--- config.mk ---
export PLATFORM = sky130hd
export DESIGN_NAME = pinbank_ctrl
export DESIGN_NICKNAME = d
export VERILOG_FILES = /design/src/rtl/pinbank_ctrl.sv
export SDC_FILE = /design/constraint.sdc
export NUM_CORES = 2
export LEC_CHECK = 0
export BUFFER_PORTS_ARGS = -buffer_cell sky130_fd_sc_hd__buf_2
export CORE_UTILIZATION = 38
export CTS_CLUSTER_SIZE = 30
export DETAILED_ROUTE_END_ITERATION = 10
export SYNTH_ARGS = -nofsm -noshare
export SYNTH_HDL_FRONTEND = slang
export SYNTH_SLANG_ARGS = --single-unit
--- constraint.sdc ---
create_clock -name clk -period 1.5 [get_ports clk]
set_clock_uncertainty 0.05 [all_clocks]
set_input_delay 0.075 -clock clk [delete_from_list [all_inputs] [get_ports clk]]
set_output_delay 0.075 -clock clk [all_outputs]
set_load 0.05 [all_outputs]
--- src/rtl/pinbank_ctrl.sv ---
module pinbank_ctrl #(
  parameter int NBANK = 3,
  parameter int NPIN  = 30,
  parameter int AW    = 8
) (
  input  logic                  clk,
  input  logic                  rst_n,
  input  logic                  bus_wr,
  input  logic [AW-1:0]         bus_addr,
  input  logic [31:0]           bus_wdata,
  output logic [31:0]           bus_rdata,
  input  logic [NBANK*NPIN-1:0] pad_in,
  output logic [NBANK*NPIN-1:0] pad_out,
  output logic [NBANK*NPIN-1:0] pad_oe,
  output logic [NBANK-1:0]      irq
);
  localparam int GW = AW - 4;
  localparam logic [GW-1:0] G_DIR = GW'(0);
  localparam logic [GW-1:0] G_POL = GW'(2);
  localparam logic [GW-1:0] G_TYP = GW'(3);
  localparam logic [GW-1:0] G_EN  = GW'(4);
  localparam logic [GW-1:0] G_STS = GW'(5);
  localparam logic [GW-1:0] G_OWN = GW'(6);
  localparam logic [GW-1:0] G_DIN = GW'(7);
  localparam logic [GW-1:0] G_OUT = GW'(8);

  typedef logic [NBANK-1:0][NPIN-1:0] bankvec_t;

  bankvec_t dir_q, pol_q, typ_q, en_q, sts_q, own_q, out_q;
  bankvec_t s1_q, s2_q, s3_q;
  bankvec_t set_v, clr_v;

  logic [GW-1:0]   grp;
  logic [1:0]      bsel;
  logic            bank_ok;
  logic [NPIN-1:0] wdat;
  logic [NPIN-1:0] rd_v;
  wire unused_bits = ^{bus_addr[1:0], bus_wdata[31:NPIN]};

  assign grp     = bus_addr[AW-1:4];
  assign bsel    = bus_addr[3:2];
  assign bank_ok = 32'(bsel) < NBANK;
  assign wdat    = bus_wdata[NPIN-1:0];

  always_ff @(posedge clk or negedge rst_n) begin
    if (!rst_n) begin
      s1_q <= '0;
      s2_q <= '0;
      s3_q <= '0;
    end else begin
      s1_q <= pad_in;
      s2_q <= s1_q;
      s3_q <= s2_q;
    end
  end

  wire bankvec_t rise = s2_q & ~s3_q;
  wire bankvec_t fall = ~s2_q & s3_q;

  assign set_v = (~typ_q & en_q & ~(s2_q ^ pol_q))
               | (typ_q & ((pol_q & rise) | (~pol_q & fall)));

  always_comb begin
    for (int b = 0; b < NBANK; b++)
      clr_v[b] = (bus_wr && bank_ok && bsel == 2'(b) && grp == G_STS) ? ~wdat : '0;
  end

  always_ff @(posedge clk or negedge rst_n) begin
    if (!rst_n) begin
      dir_q <= '1;
      pol_q <= '0;
      typ_q <= '0;
      en_q  <= '0;
      sts_q <= '0;
      own_q <= '0;
      out_q <= '0;
    end else begin
      for (int b = 0; b < NBANK; b++) begin
        if (bus_wr && bank_ok && bsel == 2'(b)) begin
          case (grp)
            G_DIR: dir_q[b] <= wdat;
            G_POL: pol_q[b] <= wdat;
            G_TYP: typ_q[b] <= wdat;
            G_EN:  en_q[b]  <= wdat;
            G_OWN: own_q[b] <= wdat;
            G_OUT: out_q[b] <= wdat;
            default: ;
          endcase
        end
        sts_q[b] <= (sts_q[b] & ~clr_v[b]) | set_v[b];
      end
    end
  end

  always_comb begin
    rd_v = '0;
    if (bank_ok) begin
      case (grp)
        G_DIR: rd_v = dir_q[bsel];
        G_POL: rd_v = pol_q[bsel];
        G_TYP: rd_v = typ_q[bsel];
        G_EN:  rd_v = en_q[bsel];
        G_STS: rd_v = sts_q[bsel];
        G_OWN: rd_v = own_q[bsel];
        G_DIN: rd_v = s2_q[bsel];
        G_OUT: rd_v = out_q[bsel];
        default: rd_v = '0;
      endcase
    end
  end

  assign bus_rdata = {{(32-NPIN){1'b0}}, rd_v};
  assign pad_out   = out_q;
  assign pad_oe    = own_q & ~dir_q;

  always_comb begin
    for (int b = 0; b < NBANK; b++)
      irq[b] = |(dir_q[b] & sts_q[b] & en_q[b]);
  end
endmodule

After elaboration in Yosys (flattened, before gate mapping):

Cells that the tools add are included.

* register bits: 900
* latch bits: 0
* bits in writable memories: 0
* memory bits (read-only): 0
* input port bits: 133
* output and inout bits: 215
* memories kept: 0

* add/sub/neg operators: 0
* multiply operators: 0
* divide/modulo/power cells: 0
* order comparisons: 2
* equal/unequal tests: 9
* shifts and indexed selects: 0
* mux-type cells: 21
* bitwise logic cells: 33
* reduce and logical (&&, ||, !) cells: 30

Operators by type and width (count)
* $and 90x90->90: 8
* $not 90->90: 6
* $bmux 30 s2: 8
* $mux 30: 12
* $and 30x30->30: 9
* $pmux 30 s8: 1
* $or 90x90->90: 2
* $not 30->30: 4
* $or 30x30->30: 3
* $reduce_or 30->1: 3
* $xor 90x90->90: 1
* $reduce_and 2->1: 18
* $eq 4x3->1 const B: 4
* $eq 4x2->1 const B: 2
* $logic_and 1x1->1: 7
* $eq 4x4->1 const B: 1
* $logic_not 4->1: 1
* $lt 2x3->1 const B: 1
* $eq 2x1->1 const B: 1
* $eq 2x2->1 const B: 1
* $logic_not 2->1: 1
* $lt 2x2->1 const B: 1

Longest topological paths before layout:

* depth in word-level cells: 8
* mapped depth: 8

Worst setup path before layout:

Ideal clock, no wire load.

* kind: input-to-output
* start point: input port bus_addr[3]
* end point: output port bus_rdata[27]
* data arrival time: 1.733 ns
* data required time: 1.375 ns
* path slack: -0.358 ns
* stages: 7
* buffers on the path: 4
* cell sequence: buf_2 buf_2 clkbuf_1 clkbuf_1 o21ai_0 a32oi_1 nand4_1

* cells in the longest elaborated chain, start to end: 4
* elaborated cells on any way between the ends: 19
* classes of those cells: 1 x order compare; 18 x mux

RTL lines
* from (decl): RTL line 9 `input logic [AW-1:0] bus_addr,`
* $bmux 30 s2, or another cell as far along: RTL line 106 `G_OUT: rd_v = out_q[bsel];`
* $mux 30 (not written as such), or another cell as far along: RTL line 106
* $pmux 30 s8: RTL line 98 `case (grp)`
* $mux 30 (*): RTL line 97 `if (bank_ok) begin`
* to (decl): RTL line 11 `output logic [31:0] bus_rdata,`

Mark *: on every way between the ends. The rest lies on a longest branch, timed or not. The select of a mux whose other input is x is not followed.

Worst setup path in the final report:

* start point: register dir_q[8] (netlist name)
* end point: output port irq[0]

* cells in the longest elaborated chain, start to end: 3

RTL lines
* from (decl): RTL line 29 `bankvec_t dir_q, pol_q, typ_q, en_q, sts_q, own_q, out_q;`
* from (signal, indexed assignment): RTL line 81 `G_DIR: dir_q[b] <= wdat;`
* $and 30x30->30 (2 in a row): RTL line 118 `irq[b] = |(dir_q[b] & sts_q[b] & en_q[b]);`
* $reduce_or 30->1: RTL line 118
* to (decl): RTL line 15 `output logic [NBANK-1:0] irq`

Every way passes these cells.

==> flow_results.xml <==
<?xml version="1.0" encoding="UTF-8"?>
<metrics>
  <group name="drt">
    <metric name="drt_iter0_markers" unit="">2856</metric>
    <metric name="route.detailed.wl_per_inst" unit="um">24.7</metric>
    <metric name="route.antenna.remaining_nets" unit="">0</metric>
    <metric name="initial_drt_pass_iterations" unit="">5</metric>
    <metric name="postRouteWirelength" unit="um">157000</metric>
    <metric name="via_count" unit="">35121</metric>
    <metric name="detail_route.drc_violations" unit="">0</metric>
    <metric name="detail_route.vias_per_cell" unit="">5.51</metric>
  </group>
  <group name="finish">
    <metric name="layout.cells.most_common" unit="">sky130_fd_sc_hd__dfrtp_1</metric>
    <metric name="utilization" unit="%">55.4</metric>
    <metric name="layout_common_cells" unit="">754 x sky130_fd_sc_hd__dfrtp_1, 553 x sky130_fd_sc_hd__buf_4, 450 x sky130_fd_sc_hd__mux2_2</metric>
    <metric name="fin_nets" unit="">4945</metric>
    <metric name="area_growth" unit="%">43.9</metric>
    <metric name="final-instance-count-excl-fill" unit="">6371</metric>
    <metric name="layout.filler_cells" unit="">9166</metric>
    <metric name="layout-drive-gt1-share" unit="%">43.7</metric>
  </group>
  <group name="grt">
    <metric name="grt_start_max_net_pins" unit="">70</metric>
    <metric name="grt_first_pass_wirelength" unit="um">233000</metric>
    <metric name="global_route.usage.total" unit="%">27.7</metric>
    <metric name="antenna_found_initial" unit="">8</metric>
    <metric name="vias_in_the_first_global_route" unit="">35639</metric>
    <metric name="globalRouteOverflowTotal" unit="">0</metric>
  </group>
  <group name="synthesis">
    <metric name="avgSynthCellArea" unit="sq um">11.5</metric>
    <metric name="synth_top_area_share" unit="%">48.2</metric>
    <metric name="synth_sequential_area_ratio" unit="%">53.8</metric>
    <metric name="synth-main-ff-cell" unit="">sky130_fd_sc_hd__dfrtp_1</metric>
    <metric name="ys_ff_latch" unit="">900</metric>
    <metric name="netlist.top_cell.by_area" unit="">sky130_fd_sc_hd__dfrtp_1</metric>
    <metric name="yosys_warnings" unit="">0</metric>
    <metric name="synth.cell_area" unit="sq um">42100</metric>
    <metric name="yosys.cell_types.count" unit="">48</metric>
    <metric name="synthTopCellsByArea" unit="">sky130_fd_sc_hd__dfrtp_1 48%, sky130_fd_sc_hd__mux2_2 12%, sky130_fd_sc_hd__dfstp_2 5.6%</metric>
    <metric name="ys_async_sr_fraction" unit="%">100</metric>
    <metric name="number_of_enable_type_register_cells_in_the_synthesized_netlist" unit="">0</metric>
    <metric name="syn-instance-count" unit="">3653</metric>
  </group>
  <group name="pwr">
    <metric name="max-vdd-ir-drop" unit="mV">1.17</metric>
    <metric name="powerDensity" unit="nW/um^2">1180</metric>
    <metric name="power.leakage" unit="nW">27.1</metric>
    <metric name="total_power" unit="mW">71.5</metric>
  </group>
  <group name="place">
    <metric name="dpl.cell_count" unit="">5967</metric>
    <metric name="dpl.hpwl" unit="um">108000</metric>
    <metric name="routabilityCongestion" unit="">0.905</metric>
    <metric name="dp_slack" unit="ps">-1030</metric>
    <metric name="port-buffer-count" unit="">341</metric>
  </group>
  <group name="worst_setup_path">
    <metric name="setup.worst_path.start_class" unit="">flip-flop</metric>
    <metric name="cp-end-kind" unit="">primary output</metric>
    <metric name="critical-path-max-stage-delay" unit="ps">590</metric>
    <metric name="critPathBufInv" unit="">1</metric>
    <metric name="critical_path_required" unit="ps">1370</metric>
    <metric name="worst_path_dominant_cell_family" unit="">simple AND/OR/NAND/NOR gates</metric>
    <metric name="crit_slowest_cell" unit="">sky130_fd_sc_hd__or4_4</metric>
    <metric name="path_class" unit="">reg2out</metric>
    <metric name="worstPathCellList" unit="">and3_1 -&gt; a31oi_1 -&gt; nand4_1 -&gt; or4_4 -&gt; buf_6</metric>
    <metric name="critical_path_arrival" unit="ps">2570</metric>
    <metric name="timing.critical_path.fanout_max" unit="">2</metric>
  </group>
  <group name="die">
    <metric name="die_h" unit="um">335</metric>
    <metric name="ios" unit="">348</metric>
    <metric name="core" unit="sq um">109000</metric>
    <metric name="die_w" unit="um">335</metric>
    <metric name="floorplan.initialDensity" unit="%">38.5</metric>
    <metric name="std_cell_rows" unit="">121</metric>
    <metric name="fp.dieArea" unit="sq um">112000</metric>
  </group>
  <group name="outcome">
    <metric name="failing_checks" unit="">setup timing</metric>
    <metric name="outcome" unit="">finished with violations</metric>
  </group>
  <group name="timing">
    <metric name="slew_headroom" unit="%">38.5</metric>
    <metric name="rsz_0062_raised_after_global_routing" unit="">true</metric>
    <metric name="fin_crit_sh" unit="%">179</metric>
    <metric name="max_fclk" unit="GHz">0.372</metric>
    <metric name="timing.final.max_slew_violations" unit="">0</metric>
    <metric name="setup_violations" unit="">127</metric>
    <metric name="setup-tns-final" unit="ps">-42350</metric>
    <metric name="hold_viol_final" unit="">0</metric>
    <metric name="worst_slew_pin_slew" unit="ps">922</metric>
    <metric name="final.setup.worst_slack" unit="ps">-1190</metric>
    <metric name="finalCriticalPeriod" unit="ps">2690</metric>
  </group>
  <group name="clocking">
    <metric name="cts_htree_levels" unit="">3</metric>
    <metric name="worst_setup_hold_path_clk_slew" unit="ps">60</metric>
    <metric name="worst_skew_pair.late_latency" unit="ps">680</metric>
    <metric name="clockBufferDepth" unit="">3</metric>
    <metric name="clock-sinks" unit="">900</metric>
    <metric name="cts_tree" unit="">yes</metric>
    <metric name="cts.root.buffer_cell" unit="">sky130_fd_sc_hd__clkbuf_16</metric>
    <metric name="numCtsBuffers" unit="">99</metric>
  </group>
  <group name="job">
    <metric name="max-cap-violations" unit="">0</metric>
  </group>
  <group name="worst_hold_path">
    <metric name="hp-class" unit="">in2reg</metric>
  </group>
</metrics>
## worst paths after layout
path / from / to / slack [ps] / cells after the start
worst max register to register: en_q[79] / sts_q[79] / 50 / 6
worst max-delay path: dir_q[8] / irq[0] / -1190 / 5
worst min register to register: s1_q[87] / s2_q[87] / 300 / 0
min in group asynchronous: rst_n / dir_q[39] / 150 / 2
max in group asynchronous: rst_n / sts_q[39] / 300 / 3
worst min-delay path: pad_in[56] / s1_q[56] / 7 / 2
## where the power goes
group          total [mW]  switching (mW)  internal (mW)  leakage (nW)
Combinational        17.6            9.11           8.49          14.7
Clock                24.6            10.3           14.2          1.60
Sequential           29.3            2.12           27.2          10.8
## worst reg2reg max path, cell delays in order (launching register included)
cell	delay (ps)
sky130_fd_sc_hd__dfrtp_1	350
sky130_fd_sc_hd__buf_4	120
sky130_fd_sc_hd__inv_1	50
sky130_fd_sc_hd__buf_4	120
sky130_fd_sc_hd__nor2_1	160
sky130_fd_sc_hd__a21oi_1	60
sky130_fd_sc_hd__o311ai_0	390
## sequential cells by signal, summed over array words and instances, names as in the netlist
name,count
dir_q,90
en_q,90
own_q,90
pad_out,90
pol_q,90
s1_q,90
s2_q,90
s3_q,90
sts_q,90
typ_q,90
## through the flow
| step | instance area, sq um | hold WS (ps) |
|---|---|---|
| 4_1_cts | 59900 | 3.31 |
| 2_1_floorplan | 42600 | -271 |
| 3_5_place_dp | 51900 | -13.3 |
| 3_3_place_gp | 51900 | -13.9 |
| 5_1_grt | 60500 | 18.6 |
| 6_report | 60500 | 7.41 |
## cell type report
class	count	area, sq um	share of cell area (%)
multi-input cells	2314	19100	31.5
flip-flops and latches	900	22700	37.5
well taps	1476	1850	3.05
inverters	148	556	0.918
diodes	2	5.00	0.00827
repair buffers	1349	13100	21.6
clock inverters	40	387	0.639
clock buffers	142	2850	4.71
## synth_stat cells (51+ instances only)
library cell / n
sky130_fd_sc_hd__dfrtp_1: 810
sky130_fd_sc_hd__mux2_2: 460
sky130_fd_sc_hd__nor2b_1: 358
sky130_fd_sc_hd__o21ai_0: 241
sky130_fd_sc_hd__a211o_1: 240
sky130_fd_sc_hd__clkbuf_1: 226
sky130_fd_sc_hd__a21oi_1: 179
sky130_fd_sc_hd__inv_1: 148
sky130_fd_sc_hd__nand2b_1: 123
sky130_fd_sc_hd__a32oi_1: 119
sky130_fd_sc_hd__nor2_1: 101
sky130_fd_sc_hd__dfstp_2: 90
sky130_fd_sc_hd__o311ai_0: 74
sky130_fd_sc_hd__o211ai_1: 60
sky130_fd_sc_hd__mux2i_1: 58
sky130_fd_sc_hd__nand3_1: 54
sky130_fd_sc_hd__mux2_1: 51
## repair_timing
item,4_1_cts,5_1_grt
hold buffers,200,0
endpoints found under the setup margin,168,180
pin swaps,134,79
endpoints found under the hold margin,1555,0
setup buffers,30,53
gates cloned,0,1
resized for setup,741,168
## per-layer routing
metal  vias to the layer above  GRT usage, %  routed length (um)
li1                      15654             -                   -
met1                     17909          37.7               67400
met2                      1266          44.4               73600
met3                       284          5.14               10600
met4                         8          9.41                5670
met5                         -             0                  46
## logic make-up after synthesis
logic type | count (synthesis) | synth area share (%)
and+or+nand+nor | 779 | 10.8
muxes | 569 | 15.1
AOI/OAI and AO/OA | 961 | 15.9
DFF | 900 | 53.8
other | 1 | 0.00892
buffers and inverters | 440 | 4.37
xor gates and xnor gates | 3 | 0.0625
Power figures use the tool's default switching activity.
